--- src/rtl/uart_mmio_pkg.sv ---
package uart_mmio_pkg;
  localparam int unsigned REG_W  = 32;
  localparam int unsigned BYTE_W = 8;
  localparam int unsigned DIV_W  = 16;

  localparam logic [1:0] SEL_CTRL = 2'd0;
  localparam logic [1:0] SEL_STAT = 2'd1;
  localparam logic [1:0] SEL_TXD  = 2'd2;
  localparam logic [1:0] SEL_RXD  = 2'd3;

  localparam int unsigned CTL_TX_EN    = 0;
  localparam int unsigned CTL_RX_EN    = 1;
  localparam int unsigned CTL_TXE_IE   = 2;
  localparam int unsigned CTL_RXNE_IE  = 3;
  localparam int unsigned CTL_TX_FLUSH = 4;
  localparam int unsigned CTL_RX_FLUSH = 5;
  localparam int unsigned CTL_DIV_LSB  = 16;

  typedef enum logic [1:0] {RX_IDLE, RX_START, RX_DATA, RX_STOP} rx_state_e;
endpackage

--- src/rtl/uart_fifo.sv ---
module uart_fifo #(
  parameter int unsigned DEPTH = 8,
  parameter int unsigned WIDTH = 8
) (
  input  logic             clk_i,
  input  logic             rst_ni,
  input  logic             flush_i,
  input  logic             push_i,
  input  logic [WIDTH-1:0] wdata_i,
  input  logic             pop_i,
  output logic [WIDTH-1:0] rdata_o,
  output logic             full_o,
  output logic             empty_o
);
  localparam int unsigned PTR_W = (DEPTH > 1) ? $clog2(DEPTH) : 1;
  localparam int unsigned CNT_W = $clog2(DEPTH + 1);
  localparam logic [PTR_W-1:0] LAST = PTR_W'(DEPTH - 1);

  logic [WIDTH-1:0] mem_q [DEPTH];
  logic [PTR_W-1:0] wr_ptr_q, rd_ptr_q;
  logic [CNT_W-1:0] cnt_q;
  logic do_push, do_pop;

  function automatic logic [PTR_W-1:0] ptr_inc(input logic [PTR_W-1:0] p);
    return (p == LAST) ? '0 : p + 1'b1;
  endfunction

  assign full_o  = (cnt_q == CNT_W'(DEPTH));
  assign empty_o = (cnt_q == '0);
  assign do_push = push_i && !full_o;
  assign do_pop  = pop_i && !empty_o;
  assign rdata_o = mem_q[rd_ptr_q];

  always_ff @(posedge clk_i) begin
    if (do_push && !flush_i) mem_q[wr_ptr_q] <= wdata_i;
  end

  always_ff @(posedge clk_i or negedge rst_ni) begin
    if (!rst_ni) begin
      wr_ptr_q <= '0;
      rd_ptr_q <= '0;
      cnt_q    <= '0;
    end else if (flush_i) begin
      wr_ptr_q <= '0;
      rd_ptr_q <= '0;
      cnt_q    <= '0;
    end else begin
      if (do_push) wr_ptr_q <= ptr_inc(wr_ptr_q);
      if (do_pop)  rd_ptr_q <= ptr_inc(rd_ptr_q);
      case ({do_push, do_pop})
        2'b10:   cnt_q <= cnt_q + 1'b1;
        2'b01:   cnt_q <= cnt_q - 1'b1;
        default: cnt_q <= cnt_q;
      endcase
    end
  end

  assert_no_overflow_R4: assert property (@(posedge clk_i) disable iff (!rst_ni)
    cnt_q <= CNT_W'(DEPTH));
  assert_full_drop_R4: assert property (@(posedge clk_i) disable iff (!rst_ni)
    (push_i && full_o && !pop_i && !flush_i) |=> (full_o && $stable(wr_ptr_q)));
  assert_empty_pop_R5: assert property (@(posedge clk_i) disable iff (!rst_ni)
    (pop_i && empty_o && !push_i && !flush_i) |=> (empty_o && $stable(rd_ptr_q)));
  assert_flush_R7: assert property (@(posedge clk_i) disable iff (!rst_ni)
    flush_i |=> empty_o);
endmodule

--- src/rtl/uart_tx_ser.sv ---
module uart_tx_ser
  import uart_mmio_pkg::*;
(
  input  logic              clk_i,
  input  logic              rst_ni,
  input  logic              en_i,
  input  logic [DIV_W-1:0]  div_i,
  input  logic              fifo_empty_i,
  input  logic [BYTE_W-1:0] fifo_data_i,
  output logic              pop_o,
  output logic              tx_o,
  output logic              idle_o
);
  localparam int unsigned FRAME_W = BYTE_W + 2;
  localparam int unsigned BIT_CW  = $clog2(FRAME_W);

  logic               busy_q;
  logic [FRAME_W-1:0] shift_q;
  logic [BIT_CW-1:0]  bit_q;
  logic [DIV_W-1:0]   div_cnt_q;
  logic               bit_end;

  assign pop_o   = !busy_q && en_i && !fifo_empty_i;
  assign tx_o    = busy_q ? shift_q[0] : 1'b1;
  assign idle_o  = !busy_q;
  assign bit_end = (div_cnt_q == div_i - 1'b1);

  always_ff @(posedge clk_i or negedge rst_ni) begin
    if (!rst_ni) begin
      busy_q    <= 1'b0;
      shift_q   <= '1;
      bit_q     <= '0;
      div_cnt_q <= '0;
    end else if (pop_o) begin
      busy_q    <= 1'b1;
      shift_q   <= {1'b1, fifo_data_i, 1'b0};
      bit_q     <= '0;
      div_cnt_q <= '0;
    end else if (busy_q) begin
      if (bit_end) begin
        div_cnt_q <= '0;
        shift_q   <= {1'b1, shift_q[FRAME_W-1:1]};
        bit_q     <= bit_q + 1'b1;
        if (bit_q == BIT_CW'(FRAME_W - 1)) busy_q <= 1'b0;
      end else begin
        div_cnt_q <= div_cnt_q + 1'b1;
      end
    end
  end

  assert_bit_hold_R3: assert property (@(posedge clk_i) disable iff (!rst_ni)
    (busy_q && div_cnt_q != '0) |-> $stable(tx_o));
  assert_no_start_when_off_R3: assert property (@(posedge clk_i) disable iff (!rst_ni)
    (!busy_q && !en_i) |=> !busy_q);
endmodule

--- src/rtl/uart_rx_deser.sv ---
module uart_rx_deser
  import uart_mmio_pkg::*;
(
  input  logic              clk_i,
  input  logic              rst_ni,
  input  logic              en_i,
  input  logic [DIV_W-1:0]  div_i,
  input  logic              rx_i,
  output logic              push_o,
  output logic [BYTE_W-1:0] data_o,
  output logic              idle_o
);
  localparam int unsigned BIT_CW = $clog2(BYTE_W);

  rx_state_e          state_q;
  logic [1:0]         sync_q;
  logic               line;
  logic [DIV_W-1:0]   cnt_q;
  logic [DIV_W-1:0]   half_m1;
  logic [BIT_CW-1:0]  bit_q;
  logic [BYTE_W-1:0]  shift_q;
  logic               push_q;

  assign line    = sync_q[1];
  assign half_m1 = (div_i >> 1) - 1'b1;
  assign push_o  = push_q;
  assign data_o  = shift_q;
  assign idle_o  = (state_q == RX_IDLE);

  always_ff @(posedge clk_i or negedge rst_ni) begin
    if (!rst_ni) sync_q <= 2'b11;
    else         sync_q <= {sync_q[0], rx_i};
  end

  always_ff @(posedge clk_i or negedge rst_ni) begin
    if (!rst_ni) begin
      state_q <= RX_IDLE;
      cnt_q   <= '0;
      bit_q   <= '0;
      shift_q <= '0;
      push_q  <= 1'b0;
    end else begin
      push_q <= 1'b0;
      if (!en_i) begin
        state_q <= RX_IDLE;
      end else begin
        unique case (state_q)
          RX_IDLE: if (!line) begin
            state_q <= RX_START;
            cnt_q   <= '0;
          end
          RX_START: if (cnt_q == half_m1) begin
            state_q <= line ? RX_IDLE : RX_DATA;  // reject short glitches
            cnt_q   <= '0;
            bit_q   <= '0;
          end else cnt_q <= cnt_q + 1'b1;
          RX_DATA: if (cnt_q == div_i - 1'b1) begin
            cnt_q   <= '0;
            shift_q <= {line, shift_q[BYTE_W-1:1]};
            bit_q   <= bit_q + 1'b1;
            if (bit_q == BIT_CW'(BYTE_W - 1)) state_q <= RX_STOP;
          end else cnt_q <= cnt_q + 1'b1;
          RX_STOP: if (cnt_q == div_i - 1'b1) begin
            state_q <= RX_IDLE;
            push_q  <= line;  // framing error drops the byte
          end else cnt_q <= cnt_q + 1'b1;
          default: state_q <= RX_IDLE;
        endcase
      end
    end
  end

  assert_rx_off_R6: assert property (@(posedge clk_i) disable iff (!rst_ni)
    !en_i |=> (state_q == RX_IDLE && !push_o));
  assert_push_after_stop_R5: assert property (@(posedge clk_i) disable iff (!rst_ni)
    push_o |-> ($past(state_q) == RX_STOP && state_q == RX_IDLE));
endmodule

--- src/rtl/uart_mmio.sv ---
module uart_mmio
  import uart_mmio_pkg::*;
#(
  parameter int unsigned FIFO_DEPTH = 8,
  parameter int unsigned DIV_RESET  = 217
) (
  input  logic             clk_i,
  input  logic             rst_ni,
  input  logic             req_i,
  input  logic             we_i,
  input  logic [3:0]       addr_i,
  input  logic [REG_W-1:0] wdata_i,
  output logic [REG_W-1:0] rdata_o,
  output logic             tx_o,
  input  logic             rx_i,
  output logic             irq_o
);
  logic             tx_en_q, rx_en_q, txe_ie_q, rxne_ie_q;
  logic [DIV_W-1:0] div_q;
  logic [1:0]       sel;
  logic             wr_ctrl, wr_txd, rd_rxd, tx_flush, rx_flush;
  logic             tx_full, tx_empty, rx_full, rx_empty, tx_idle, rx_idle;
  logic             tx_pop, rx_push;
  logic [BYTE_W-1:0] tx_head, rx_head, rx_byte;
  logic             unused_wdata;

  assign sel      = addr_i[3:2];
  assign wr_ctrl  = req_i && we_i && (sel == SEL_CTRL);
  assign wr_txd   = req_i && we_i && (sel == SEL_TXD);
  assign rd_rxd   = req_i && !we_i && (sel == SEL_RXD);
  assign tx_flush = wr_ctrl && wdata_i[CTL_TX_FLUSH];
  assign rx_flush = wr_ctrl && wdata_i[CTL_RX_FLUSH];
  assign unused_wdata = ^{wdata_i[CTL_DIV_LSB-1:CTL_RX_FLUSH+1], addr_i[1:0]};

  always_ff @(posedge clk_i or negedge rst_ni) begin
    if (!rst_ni) begin
      tx_en_q   <= 1'b0;
      rx_en_q   <= 1'b0;
      txe_ie_q  <= 1'b0;
      rxne_ie_q <= 1'b0;
      div_q     <= DIV_W'(DIV_RESET);
    end else if (wr_ctrl) begin
      tx_en_q   <= wdata_i[CTL_TX_EN];
      rx_en_q   <= wdata_i[CTL_RX_EN];
      txe_ie_q  <= wdata_i[CTL_TXE_IE];
      rxne_ie_q <= wdata_i[CTL_RXNE_IE];
      div_q     <= wdata_i[CTL_DIV_LSB +: DIV_W];
    end
  end

  always_comb begin
    rdata_o = '0;
    unique case (sel)
      SEL_CTRL: rdata_o = {div_q, 12'd0, rxne_ie_q, txe_ie_q, rx_en_q, tx_en_q};
      SEL_STAT: rdata_o = {26'd0, rx_idle, tx_idle, rx_empty, tx_empty, rx_full, tx_full};
      SEL_RXD:  rdata_o = rx_empty ? '0 : {24'd0, rx_head};
      default:  rdata_o = '0;
    endcase
  end

  assign irq_o = (txe_ie_q && tx_empty) || (rxne_ie_q && !rx_empty);

  uart_fifo #(.DEPTH(FIFO_DEPTH), .WIDTH(BYTE_W)) u_tx_fifo (
    .clk_i, .rst_ni, .flush_i(tx_flush), .push_i(wr_txd), .wdata_i(wdata_i[BYTE_W-1:0]),
    .pop_i(tx_pop), .rdata_o(tx_head), .full_o(tx_full), .empty_o(tx_empty));

  uart_fifo #(.DEPTH(FIFO_DEPTH), .WIDTH(BYTE_W)) u_rx_fifo (
    .clk_i, .rst_ni, .flush_i(rx_flush), .push_i(rx_push), .wdata_i(rx_byte),
    .pop_i(rd_rxd), .rdata_o(rx_head), .full_o(rx_full), .empty_o(rx_empty));

  uart_tx_ser u_tx (
    .clk_i, .rst_ni, .en_i(tx_en_q), .div_i(div_q), .fifo_empty_i(tx_empty),
    .fifo_data_i(tx_head), .pop_o(tx_pop), .tx_o(tx_o), .idle_o(tx_idle));

  uart_rx_deser u_rx (
    .clk_i, .rst_ni, .en_i(rx_en_q), .div_i(div_q), .rx_i(rx_i),
    .push_o(rx_push), .data_o(rx_byte), .idle_o(rx_idle));

  assert_flush_strobe_R2: assert property (@(posedge clk_i) disable iff (!rst_ni)
    wr_ctrl |=> (rdata_o[CTL_RX_FLUSH:CTL_TX_FLUSH] == 2'b00 || sel != SEL_CTRL));
  assert_irq_clear_R8: assert property (@(posedge clk_i) disable iff (!rst_ni)
    (!txe_ie_q && !rxne_ie_q) |-> !irq_o);
endmodule

--- config.mk ---
export PLATFORM = sky130hd
export DESIGN_NAME = uart_mmio
export DESIGN_NICKNAME = d
export VERILOG_FILES = /design/src/rtl/uart_mmio_pkg.sv /design/src/rtl/uart_fifo.sv /design/src/rtl/uart_tx_ser.sv /design/src/rtl/uart_rx_deser.sv /design/src/rtl/uart_mmio.sv
export SDC_FILE = /design/constraint.sdc
export NUM_CORES = 1
export LEC_CHECK = 0
export BUFFER_PORTS_ARGS = -buffer_cell sky130_fd_sc_hd__buf_2
export CAP_MARGIN = 10
export CORE_MARGIN = 3
export CORE_UTILIZATION = 55
export CTS_BUF_LIST = sky130_fd_sc_hd__clkbuf_8 sky130_fd_sc_hd__clkbuf_16
export DETAILED_ROUTE_END_ITERATION = 7
export PLACE_DENSITY = 0.76
export SYNTH_ARGS = -nofsm -noshare
export SYNTH_HDL_FRONTEND = slang
export SYNTH_SLANG_ARGS = --single-unit
--- constraint.sdc ---
create_clock -name clk_i -period 9.5 [get_ports clk_i]
set_input_delay 0.95 -clock clk_i [delete_from_list [all_inputs] [get_ports clk_i]]
set_output_delay 0.95 -clock clk_i [all_outputs]
set_load 0.1 [all_outputs]
==> metrics.txt <==
# TYPE chip_impl_metric gauge
chip_impl_metric{name="grt_antenna_before_repair",unit=""} 1
chip_impl_metric{name="finalWorstPathRequiredPeriod",unit="ps"} 4350
chip_impl_metric{name="grt_max_degree",unit=""} 72
chip_impl_info{name="run_status",value="completed"} 1
chip_impl_info{name="ys.flop_type",value="sky130_fd_sc_hd__edfxtp_1"} 1
chip_impl_metric{name="maxCapViolations",unit=""} 0
chip_impl_metric{name="fin_worst_skew",unit="ps"} 23.4
chip_impl_metric{name="overall_die_height",unit="um"} 152
chip_impl_metric{name="cts.htree.levels",unit=""} 1
chip_impl_metric{name="cts_buffers",unit=""} 24
chip_impl_metric{name="grt.total_usage",unit="%"} 22.1
chip_impl_info{name="netlist.top_cell.by_area",value="sky130_fd_sc_hd__edfxtp_1"} 1
chip_impl_metric{name="post_cts_buffers",unit=""} 0
chip_impl_metric{name="average_vias_per_placed_instance",unit=""} 5.88
chip_impl_metric{name="worstSkewPairLatency",unit="ps"} 530
chip_impl_info{name="most_common_cell_after_layout_fill_and_taps_aside",value="sky130_fd_sc_hd__edfxtp_1"} 1
chip_impl_metric{name="drtIter0Drc",unit=""} 505
chip_impl_metric{name="finalNetCount",unit=""} 1047
chip_impl_metric{name="design.portCount",unit=""} 75
chip_impl_metric{name="cp.required",unit="ps"} 9870
chip_impl_metric{name="pwr-share-clk",unit="%"} 32.2
chip_impl_metric{name="route.detailed.drc",unit=""} 0
chip_impl_metric{name="first_pass_grt_wire_length",unit="um"} 40000
chip_impl_metric{name="share_comb_of_total_power",unit="%"} 25.3
chip_impl_metric{name="power_leakage",unit="uW"} 0.00494
chip_impl_metric{name="start_util",unit="%"} 56.9
chip_impl_info{name="kind_of_cell_adding_the_most_delay_to_the_critical_path",value="simple AND/OR/NAND/NOR gates"} 1
chip_impl_metric{name="detailed_place_hpwl",unit="um"} 16000
chip_impl_metric{name="worst-slew-pin-transition",unit="ps"} 1100
chip_impl_metric{name="cts.path.max_buffers",unit=""} 3
chip_impl_metric{name="p_int",unit="uW"} 2150
chip_impl_info{name="setup.worst_path.start_class",value="register"} 1
chip_impl_metric{name="fmax",unit="MHz"} 230
chip_impl_metric{name="power.switching",unit="uW"} 1040
chip_impl_metric{name="num_rows",unit=""} 52
chip_impl_metric{name="clock-sinks",unit=""} 230
chip_impl_metric{name="die_area",unit="um^2"} 23000
chip_impl_metric{name="globalRouteOverflowTotal",unit=""} 0
chip_impl_metric{name="path_clk_slew",unit="ps"} 60
chip_impl_metric{name="ys_seq_elements",unit=""} 230
chip_impl_metric{name="p_sw_share",unit="%"} 32.6
chip_impl_metric{name="finalSetupViolCount",unit=""} 0
chip_impl_metric{name="syn-mean-instance-area",unit="um^2"} 12.2
chip_impl_metric{name="synthDistinctLibCells",unit=""} 72
chip_impl_metric{name="drt-total-wl",unit="um"} 24700
chip_impl_info{name="grt_setup_unrepaired",value="no"} 1
chip_impl_metric{name="synth_edf_count",unit=""} 128
chip_impl_metric{name="die_w",unit="um"} 152
chip_impl_metric{name="post_syn_area",unit="um^2"} 11700
chip_impl_metric{name="grt_pass1_vias",unit=""} 7468
chip_impl_metric{name="final_max_slew_viol_count",unit=""} 0
chip_impl_metric{name="drtPass1Iterations",unit=""} 5
chip_impl_metric{name="io_buffer_count",unit=""} 56
chip_impl_info{name="crit_path_cell_trace",value="inv_1 > ha_1 > or3b_2 > nor4_1 > xnor2_1 > xnor2_1 > nor4_1 > and4_1 > or2_1 > o21ai_0"} 1
chip_impl_metric{name="post_route_cells_drive_above_1_share",unit="%"} 20.1
chip_impl_metric{name="syn-instance-count",unit=""} 952
chip_impl_metric{name="max-slew-margin-rel",unit="%"} 27.0
chip_impl_metric{name="peakVddDrop",unit="uV"} 243
chip_impl_metric{name="post-synth-top-area-fraction",unit="%"} 33.0
chip_impl_metric{name="wire_per_inst",unit="um"} 19.5
chip_impl_metric{name="cellPowerDensity",unit="nW/um^2"} 246
chip_impl_metric{name="post-route-period-util",unit="%"} 45.8
chip_impl_metric{name="num_vias",unit=""} 7454
chip_impl_info{name="layout_common_cells",value="128 x sky130_fd_sc_hd__edfxtp_1, 86 x sky130_fd_sc_hd__dfrtp_1, 71 x sky130_fd_sc_hd__nand2_1, 68 x sky130_fd_sc_hd__nor2_1, 55 x sky130_fd_sc_hd__buf_2"} 1
chip_impl_metric{name="cts_resized",unit=""} 0
chip_impl_metric{name="core_area",unit="um^2"} 20500
chip_impl_metric{name="tns",unit="ps"} 0
chip_impl_info{name="crit_path_top_delay_cell",value="sky130_fd_sc_hd__and4_1"} 1
chip_impl_metric{name="synth-warning-count",unit=""} 0
chip_impl_info{name="cts.root.buffer_cell",value="sky130_fd_sc_hd__clkbuf_16"} 1
chip_impl_metric{name="yosysSeqAreaShare",unit="%"} 55.1
chip_impl_info{name="worst-setup-path-type",value="register to register"} 1
chip_impl_metric{name="area_growth_from_synthesis_to_layout",unit="%"} 11.2
chip_impl_info{name="crit_path_end_kind",value="register"} 1
chip_impl_metric{name="crit_path_max_incr_delay",unit="ps"} 770
chip_impl_metric{name="async_flop_share",unit="%"} 44.3
chip_impl_metric{name="utilization",unit="%"} 63.2
chip_impl_metric{name="p_seq_share",unit="%"} 42.5
chip_impl_metric{name="route.antenna.remaining_nets",unit=""} 0
chip_impl_metric{name="cp.buffers_inverters",unit=""} 1
chip_impl_metric{name="crit_path_max_fanout",unit=""} 18
chip_impl_metric{name="diodes",unit=""} 0
chip_impl_metric{name="worstPathArrival",unit="ps"} 4720
chip_impl_metric{name="holdBufCountCts",unit=""} 0
chip_impl_info{name="hold_class",value="register to register"} 1
chip_impl_metric{name="final_gp_congestion",unit=""} 0.842
chip_impl_info{name="netlist_top_cells_area",value="sky130_fd_sc_hd__edfxtp_1 33%, sky130_fd_sc_hd__dfrtp_1 18%, sky130_fd_sc_hd__mux4_2 6.2%"} 1
chip_impl_metric{name="hold_viol",unit=""} 0
chip_impl_info{name="cts_tree",value="done"} 1
synthesized netlist by cell type, drive strengths merged (13+ instances only):
cell type and instances:
edfxtp 128, dfrtp 86, nand2 71, nor2 68, xnor2 51, clkbuf 43, o21ai 34, mux4 32
xor2 30, a21oi 29, inv 29, mux2i 27, buf 26, mux2 25, nor3 25, ha 24
nand3 23, and2 19, dfstp 16, nor2b 13
area by class of cell:
type | instances | area (um^2)
inverters | 29 | 109
fillers | 1543 | 7540
clock inverters | 16 | 211
repair buffers | 64 | 363
clock buffers | 28 | 667
well taps | 270 | 338
flip-flops and latches | 230 | 6420
multi-input cells | 631 | 4850
cell families after synthesis:
logic type,synth area share [%]
AO/OA/AOI/OAI,7.01
XOR/XNOR,6.86
adder cells (fa/ha/maj),2.92
buffers and inverters,3.60
flip-flops,55.1
multiplexers,10.9
other,0.0322
AND/OR/NAND/NOR,13.6
state kept, by name (all words and copies together) (netlist names), 4 cells and up:
signal,count
u_tx.div_cnt_q,16
u_tx_fifo.cnt_q,4
u_rx.data_o,8
u_tx.shift_q,9
u_rx_fifo.mem_q,64
u_rx_fifo.cnt_q,4
u_rx.cnt_q,16
div_q,16
u_tx_fifo.mem_q,64
u_tx.bit_q,4
power groups by stage:
stage / Combinational (uW) / Sequential [uW] / Clock (uW)
3_5_place_dp: 783 / 1380 / 0
4_1_cts: 795 / 1360 / 1040
2_1_floorplan: 744 / 1250 / 0
3_3_place_gp: 759 / 1380 / 0
5_1_grt: 880 / 1380 / 1090
6_report: 806 / 1350 / 1030
stage by stage:
step	hold slack, ps	cell area, um^2	instances	worst slack, ps	power (uW)
2_1_floorplan	345	11700	959	5320	1990
3_5_place_dp	349	12000	1223	5190	2160
5_1_grt	350	13000	1268	4840	3350
6_report	352	13000	1268	5150	3190
3_3_place_gp	347	12000	1223	5270	2140
4_1_cts	352	12900	1267	5170	3200
per-layer routing:
metal	vias up	track usage, %	share of wire [%]
met3	47	3.45	5.4
met5	-	0	0.053
met4	2	6.38	2.3
met2	212	36.6	49
li1	3503	-	-
met1	3690	30.5	44
final timing paths:
check / startpoint / to / slack [ps] / cells after the start
hold reg to reg: u_rx.sync_q[0] / u_rx.sync_q[1] / 350 / 0
hold / removal: u_rx.sync_q[0] / u_rx.sync_q[1] / 350 / 0
min in group asynchronous: rst_ni / div_q[5] / 360 / 1
setup / recovery: div_q[2] / u_tx.bit_q[0] / 5150 / 10
max in group asynchronous: rst_ni / u_tx_fifo.wr_ptr_q[2] / 7870 / 2
setup reg to reg: div_q[2] / u_tx.bit_q[0] / 5150 / 10
worst register-to-register path, cell delays in order, from the launching register on:
cell,delay (ps)
sky130_fd_sc_hd__dfrtp_1,460
sky130_fd_sc_hd__inv_1,130
sky130_fd_sc_hd__ha_1,330
sky130_fd_sc_hd__or3b_2,560
sky130_fd_sc_hd__nor4_1,480
sky130_fd_sc_hd__xnor2_1,200
sky130_fd_sc_hd__xnor2_1,160
sky130_fd_sc_hd__nor4_1,440
sky130_fd_sc_hd__and4_1,770
sky130_fd_sc_hd__or2_1,520
sky130_fd_sc_hd__o21ai_0,150
No activity file was read; power rests on OpenSTA's default activity.
